==> src/rtl/btb_pkg.sv <==
package btb_pkg;

   // Two-bit prediction codes; numeric values are fixed by the requirements.
   localparam logic [1:0] PRED_STRONG_T = 2'd0;
   localparam logic [1:0] PRED_WEAK_T   = 2'd1;
   localparam logic [1:0] PRED_STRONG_N = 2'd2;
   localparam logic [1:0] PRED_WEAK_N   = 2'd3;

   // Next predictor code given the current code and the observed outcome.
   function automatic logic [1:0] pred_step(input logic [1:0] cur, input logic taken);
      logic [1:0] nxt;
      case (cur)
         PRED_STRONG_T: nxt = taken ? PRED_STRONG_T : PRED_WEAK_T;
         PRED_WEAK_T:   nxt = taken ? PRED_STRONG_T : PRED_WEAK_N;
         PRED_WEAK_N:   nxt = taken ? PRED_WEAK_T   : PRED_STRONG_N;
         default:       nxt = taken ? PRED_WEAK_N   : PRED_STRONG_N;
      endcase
      return nxt;
   endfunction

   // Starting code for a freshly allocated entry.
   function automatic logic [1:0] pred_seed(input logic taken);
      return taken ? PRED_WEAK_T : PRED_WEAK_N;
   endfunction

   // Codes 0 and 1 both mean "predict taken".
   function automatic logic pred_is_taken(input logic [1:0] cur);
      return (cur == PRED_STRONG_T) || (cur == PRED_WEAK_T);
   endfunction

endpackage

==> src/rtl/btb_cam.sv <==
// Associative compare of one key against every stored address.
module btb_cam #(
   parameter int N_ENTRIES = 8,
   parameter int KEY_W     = 32,
   localparam int IW       = $clog2(N_ENTRIES)
) (
   input  logic [N_ENTRIES-1:0]            valid,
   input  logic [N_ENTRIES-1:0][KEY_W-1:0] keys,
   input  logic [KEY_W-1:0]                key,
   output logic [N_ENTRIES-1:0]            match,
   output logic                            hit,
   output logic [IW-1:0]                   idx
);

   for (genvar i = 0; i < N_ENTRIES; i++) begin : g_cmp
      assign match[i] = valid[i] && (keys[i] == key);
   end

   assign hit = |match;

   always_comb begin
      idx = '0;
      for (int i = 0; i < N_ENTRIES; i++) begin
         if (match[i]) idx = IW'(i);
      end
   end

endmodule

==> src/rtl/btb_lru.sv <==
// Exact recency tracking with one age counter per entry (0 = newest).
module btb_lru #(
   parameter int N_ENTRIES = 8,
   localparam int IW       = $clog2(N_ENTRIES)
) (
   input  logic                         clk,
   input  logic                         rst_n,
   input  logic                         first_en,
   input  logic [IW-1:0]                first_idx,
   input  logic                         second_en,
   input  logic [IW-1:0]                second_idx,
   output logic [IW-1:0]                oldest_idx,
   output logic [N_ENTRIES-1:0][IW-1:0] ages
);

   localparam logic [IW-1:0] AGE_MAX = IW'(N_ENTRIES - 1);

   logic [N_ENTRIES-1:0][IW-1:0] age_q;
   logic [N_ENTRIES-1:0][IW-1:0] age_mid;
   logic [N_ENTRIES-1:0][IW-1:0] age_nxt;

   // First touch (lookup hit).
   always_comb begin
      age_mid = age_q;
      if (first_en) begin
         for (int j = 0; j < N_ENTRIES; j++) begin
            if (age_q[j] < age_q[first_idx]) age_mid[j] = age_q[j] + 1'b1;
         end
         age_mid[first_idx] = '0;
      end
   end

   // Second touch (resolution) applied on top, so it ends up newest.
   always_comb begin
      age_nxt = age_mid;
      if (second_en) begin
         for (int j = 0; j < N_ENTRIES; j++) begin
            if (age_mid[j] < age_mid[second_idx]) age_nxt[j] = age_mid[j] + 1'b1;
         end
         age_nxt[second_idx] = '0;
      end
   end

   for (genvar j = 0; j < N_ENTRIES; j++) begin : g_age
      always_ff @(posedge clk) begin
         if (!rst_n) age_q[j] <= IW'(j);
         else        age_q[j] <= age_nxt[j];
      end
   end

   always_comb begin
      oldest_idx = '0;
      for (int j = 0; j < N_ENTRIES; j++) begin
         if (age_q[j] == AGE_MAX) oldest_idx = IW'(j);
      end
   end

   assign ages = age_q;

endmodule

==> src/rtl/btb_victim.sv <==
// Chooses the entry an insertion will overwrite.
module btb_victim #(
   parameter int N_ENTRIES = 8,
   localparam int IW       = $clog2(N_ENTRIES)
) (
   input  logic [N_ENTRIES-1:0] valid,
   input  logic [IW-1:0]        oldest_idx,
   output logic [IW-1:0]        victim_idx
);

   // Lowest free slot wins; scanning downward lets the lowest overwrite.
   always_comb begin
      victim_idx = oldest_idx;
      for (int i = N_ENTRIES - 1; i >= 0; i--) begin
         if (!valid[i]) victim_idx = IW'(i);
      end
   end

endmodule

==> src/rtl/branch_target_buffer.sv <==
module branch_target_buffer
   import btb_pkg::*;
#(
   parameter int N_ENTRIES = 8,
   parameter int PC_W      = 32,
   parameter int TGT_W     = 32,
   localparam int IW       = $clog2(N_ENTRIES)
) (
   input  logic             clk,
   input  logic             rst_n,
   input  logic             lk_en,
   input  logic [PC_W-1:0]  lk_pc,
   output logic             lk_hit,
   output logic [TGT_W-1:0] lk_target,
   output logic             lk_taken,
   input  logic             up_valid,
   input  logic [PC_W-1:0]  up_pc,
   input  logic [TGT_W-1:0] up_target,
   input  logic             up_taken
);

   if (N_ENTRIES < 2) begin : g_bad_depth
      $error("branch_target_buffer: N_ENTRIES must be at least 2");
   end
   if (PC_W < 1 || TGT_W < 1) begin : g_bad_width
      $error("branch_target_buffer: address and target widths must be positive");
   end

   logic [N_ENTRIES-1:0]             valid_q;
   logic [N_ENTRIES-1:0][PC_W-1:0]   pc_q;
   logic [N_ENTRIES-1:0][TGT_W-1:0]  tgt_q;
   logic [N_ENTRIES-1:0][1:0]        pred_q;

   logic [N_ENTRIES-1:0]             lk_match;
   logic                             lk_any;
   logic [IW-1:0]                    lk_idx;
   logic [N_ENTRIES-1:0]             up_match;
   logic                             up_hit;
   logic [IW-1:0]                    up_hit_idx;
   logic [IW-1:0]                    oldest_idx;
   logic [IW-1:0]                    victim_idx;
   logic [IW-1:0]                    wr_idx;
   logic [N_ENTRIES-1:0][IW-1:0]     ages;

   btb_cam #(.N_ENTRIES(N_ENTRIES), .KEY_W(PC_W)) u_cam_lk (
      .valid (valid_q),
      .keys  (pc_q),
      .key   (lk_pc),
      .match (lk_match),
      .hit   (lk_any),
      .idx   (lk_idx)
   );

   btb_cam #(.N_ENTRIES(N_ENTRIES), .KEY_W(PC_W)) u_cam_up (
      .valid (valid_q),
      .keys  (pc_q),
      .key   (up_pc),
      .match (up_match),
      .hit   (up_hit),
      .idx   (up_hit_idx)
   );

   btb_victim #(.N_ENTRIES(N_ENTRIES)) u_victim (
      .valid      (valid_q),
      .oldest_idx (oldest_idx),
      .victim_idx (victim_idx)
   );

   assign wr_idx = up_hit ? up_hit_idx : victim_idx;

   btb_lru #(.N_ENTRIES(N_ENTRIES)) u_lru (
      .clk        (clk),
      .rst_n      (rst_n),
      .first_en   (lk_hit),
      .first_idx  (lk_idx),
      .second_en  (up_valid),
      .second_idx (wr_idx),
      .oldest_idx (oldest_idx),
      .ages       (ages)
   );

   // Lookup path: combinational from the stored state.
   assign lk_hit    = lk_en && lk_any;
   assign lk_target = lk_hit ? tgt_q[lk_idx] : '0;
   assign lk_taken  = lk_hit && pred_is_taken(pred_q[lk_idx]);

   // Per-entry storage and update.
   for (genvar i = 0; i < N_ENTRIES; i++) begin : g_entry
      logic sel;
      assign sel = up_valid && (wr_idx == IW'(i));

      always_ff @(posedge clk) begin
         if (!rst_n) begin
            valid_q[i] <= 1'b0;
         end else if (sel && !up_hit) begin
            valid_q[i] <= 1'b1;
         end
      end

      always_ff @(posedge clk) begin
         if (sel) begin
            if (up_hit) begin
               pred_q[i] <= pred_step(pred_q[i], up_taken);
            end else begin
               pc_q[i]   <= up_pc;
               tgt_q[i]  <= up_target;
               pred_q[i] <= pred_seed(up_taken);
            end
         end
      end
   end

endmodule

==> config.mk <==
export PLATFORM = sky130hd
export DESIGN_NAME = branch_target_buffer
export DESIGN_NICKNAME = d
export VERILOG_FILES = /design/src/rtl/btb_pkg.sv /design/src/rtl/btb_cam.sv /design/src/rtl/btb_lru.sv /design/src/rtl/btb_victim.sv /design/src/rtl/branch_target_buffer.sv
export SDC_FILE = /design/constraint.sdc
export NUM_CORES = 2
export LEC_CHECK = 0
export ABC_AREA = 1
export BUFFER_PORTS_ARGS = -buffer_cell sky130_fd_sc_hd__buf_2
export CAP_MARGIN = 20
export CORE_UTILIZATION = 55
export CTS_BUF_LIST = sky130_fd_sc_hd__clkbuf_4
export DETAILED_ROUTE_END_ITERATION = 7
export PLACE_DENSITY_LB_ADDON = 0.08
export SYNTH_ARGS = -nofsm -noshare
export SYNTH_HDL_FRONTEND = slang
export SYNTH_SLANG_ARGS = --single-unit
==> constraint.sdc <==
create_clock -name clk -period 5.3 [get_ports clk]
set_input_delay 0.265 -clock clk [delete_from_list [all_inputs] [get_ports clk]]
set_output_delay 0.265 -clock clk [all_outputs]
set_load 0.01 [all_outputs]
==> impl_metrics.tcl <==
set metrics [dict create \
    grt_start_max_net_pins 42 \
    power_mw 10.6 \
    highest_layer "met5" \
    drc_errors 151 \
    clk_pin_slew_ns 0.10 \
    start_util 0.562 \
    p_int_mw 7.38 \
    violations "design-rule violations" \
    slew_headroom 0.289 \
    min_path_type "in -> reg" \
    synth_compound_area_frac 0.0871 \
    ys_warn_count 0 \
    max_freq_mhz 190 \
    multi_input_area_mm2 0.0123 \
    synthAdderAreaFrac 0.0156 \
    clockPowerShare 0.398 \
    first_pass_iters 8 \
    synth_ff_type "edfxtp_1" \
    wirelength_um 156000 \
    num-nets-final 4252 \
    dr_wl_met3_um 28300 \
    avgViaCountPerCell 6.77 \
    p_sw_frac 0.305 \
    ir_worst_vdd_mv 0.331 \
    muxShareOfSynthArea 0 \
    final_core_util 0.714 \
    status "finished with violations" \
    drt-initial-drc-count 6184 \
    portBuffers 134 \
    r2r_cells 40 \
    async_flop_share 0 \
    cp_max_fo 20 \
    cts_buffers 149 \
    gp_congestion 1.22 \
    antenna_found_initial 9 \
    setup_violations 0 \
    cts_tree "done" \
    drv_cap 0 \
    hpwl_um 105000 \
    comb_power_share 0.133 \
    track_usage 0.548 \
    rows 85 \
    timing.hold.ws_ns 0.0672 \
    yosys_register_bits 560 \
    start_kind "flip-flop" \
    yosysTopAreaCell "edfxtp_1" \
    clock_path_buffers 3 \
    p_seq_frac 0.470 \
    fillers 4059 \
    areaGrowthSynthToFinish_pct 27.0 \
    finalCritPeriodShare 0.994 \
    fin_tns_setup_ns 0 \
    syn-num-nets 3547 \
    hold_viol_final 0 \
    power.density_mw_per_mm2 274 \
    yosysUniqueCellTypes 57 \
    finClkSkew_ns 0.0966 \
    detail_route.wl_per_cell_um 31.6 \
    synth_seq_area_share 0.541 \
    switchingPower_mw 3.24 \
    clock_sinks 560 \
    ant_nets 0 \
    die_h_um 237 \
    worstPathRequired_ns 5.04 \
    p_leak_nw 16.6 \
    die_area_mm2 0.0564 \
    seqCellArea_mm2 0.0165 \
    final_common_cell "nand2_1" \
    layout_common_cells "nand2_1, edfxtp_1, inv_1, buf_4, nor2_1" \
    synthSimpleGateAreaFrac 0.251 \
    io_pins 135 \
    synth-edff-count 528 \
    crit_path_end_kind "output pin" \
    synth_cells 3408 \
    vias 33500 \
    crit_type "reg -> out" \
    grt_pass1_vias 31800 \
    grt_pass1_wl_um 218000 \
    synth_top_area_frac 0.520 \
    htree_levels 4 \
    core-area_mm2 0.0542 \
    netlist_area_mm2 0.0305 \
    yosys.area_share.xor_xnor 0.0374 \
    synth_top_family_by_area "simple AND/OR/NAND/NOR gates" \
    whs_path_depth 2 \
    drive_above_1_share 0.226 \
    period_needed_ns 5.27 \
    dr_wl_met2_um 61900 \
    globalRouteOverflowTotal 0 \
    avgSynthCellArea_um2 8.94 \
    slew_viol_final 0 \
    insertion_delay_ns 1.10 \
    cts-root-buf "clkbuf_4" \
    die_x_um 237 \
    worst_slew_pin_slew_ns 1.06 \
    met1_length_um 51400 \
    synth_area_leaders "edfxtp_1, nand2_1, inv_1" \
    crit_arrival_ns 5.00 \
]
cells in the mapped netlist (6+ instances only):
cell,n
buf_2,17
o211ai_1,28
a211oi_1,11
or2_2,13
clkinv_1,9
nor3_1,84
nand3b_1,8
inv_2,31
a311o_1,13
nand2_2,14
inv_1,377
xnor2_1,65
nand2_1,958
clkbuf_1,62
nor2_4,7
o21ai_0,60
nor4_1,39
a221oi_1,23
nor2_2,11
o21ai_1,13
buf_4,17
nor2_1,308
a21oi_1,28
nand4_1,129
ha_1,38
o22ai_1,161
a2111oi_0,6
edfxtp_1,528
xor2_1,65
dfxtp_1,32
o2111ai_1,28
buf_1,6
o21a_1,9
nand3_1,160
per-stage QoR:
stage	cells	setup WS [ns]	cell area, um^2
6_report	4945	0.0330	38700
3_5_place_dp	4520	-0.309	35000
5_1_grt	4933	-0.165	38700
4_1_cts	4897	0.0453	38100
3_3_place_gp	4520	-0.220	35000
2_1_floorplan	3408	0.327	30500
logic make-up (layout without fill, tap and decap cells):
group                      count (synthesis)  after routing
and+or+nand+nor                         1760           1760
adders and majority gates                 38             38
buffers and inverters                    521           1345
other                                      0             17
AOI/OAI and AO/OA                        399            399
xor gates and xnor gates                 130            130
DFF                                      560            560
state kept, by name (all words and copies together), names as in the netlist, named ones only:
name / flops
valid_q: 8
pc_q: 256
tgt_q: 256
u_lru.ages: 24
pred_q: 8
path summary, 6_finish.rpt:
path | startpoint | to | slack, ns
worst min-delay path | up_target[6] | tgt_q[230] | 0.07
worst max-delay path | pc_q[4] | lk_target[23] | 0.03
worst min register to register | valid_q[7] | valid_q[7] | 0.51
worst max register to register | pc_q[41] | u_lru.ages[19] | 0.06
worst max-delay path, cell delays in order (launching register included):
cell       delay (ns)
edfxtp_1         0.42
nor2_1           0.08
inv_1            0.13
o21ai_0          0.10
a211oi_1         0.17
nand4_1          0.15
a2111oi_1        0.33
nand3_1          0.26
nor2_4           0.20
nor2_1           0.17
nand2_1          0.10
nand2_1          0.21
inv_2            0.21
buf_12           0.19
buf_4            0.26
o21ai_0          0.16
a311o_1          0.31
nor3_1           0.25
buf_2            0.20
power groups by stage:
| stage | combinational [mW] | clock (mW) | sequential (mW) |
|---|---|---|---|
| after floorplan | 0.520 | 0 | 5.06 |
| after global placement | 1.19 | 0 | 5.07 |
| after detailed placement | 1.20 | 0 | 5.07 |
| after CTS | 1.27 | 4.10 | 4.98 |
| after global routing | 1.41 | 4.39 | 4.99 |
| final | 1.41 | 4.22 | 4.99 |
cell type report:
type                            count  area share
Multi-Input combinational cell   2327       0.318
Tap cell                          696      0.0225
Timing Repair Buffer              658       0.140
Antenna cell                       17     0.00110
Inverter                          417      0.0404
Sequential cell                   560       0.426
Clock buffer                      220      0.0427
Clock inverter                     50     0.00873
layer usage:
metal | GRT usage | up-vias
met1 | 0.668 | 15300
met5 | 0.00866 | -
met4 | 0.405 | 5
li1 | - | 13300
met2 | 0.762 | 3799
met3 | 0.249 | 1076
what timing repair did:
| action | 4_1_cts | 5_1_grt |
|---|---|---|
| gates resized for setup | 4 | 81 |
| pin swaps | 1 | 40 |
| hold buffers | 105 | 0 |
| buffers inserted | 2 | 31 |
| gates cloned | 0 | 0 |
| endpoints found under the hold margin | 554 | 0 |
| endpoints found under the setup margin | 24 | 34 |
No activity file was read; power rests on OpenSTA's default activity.
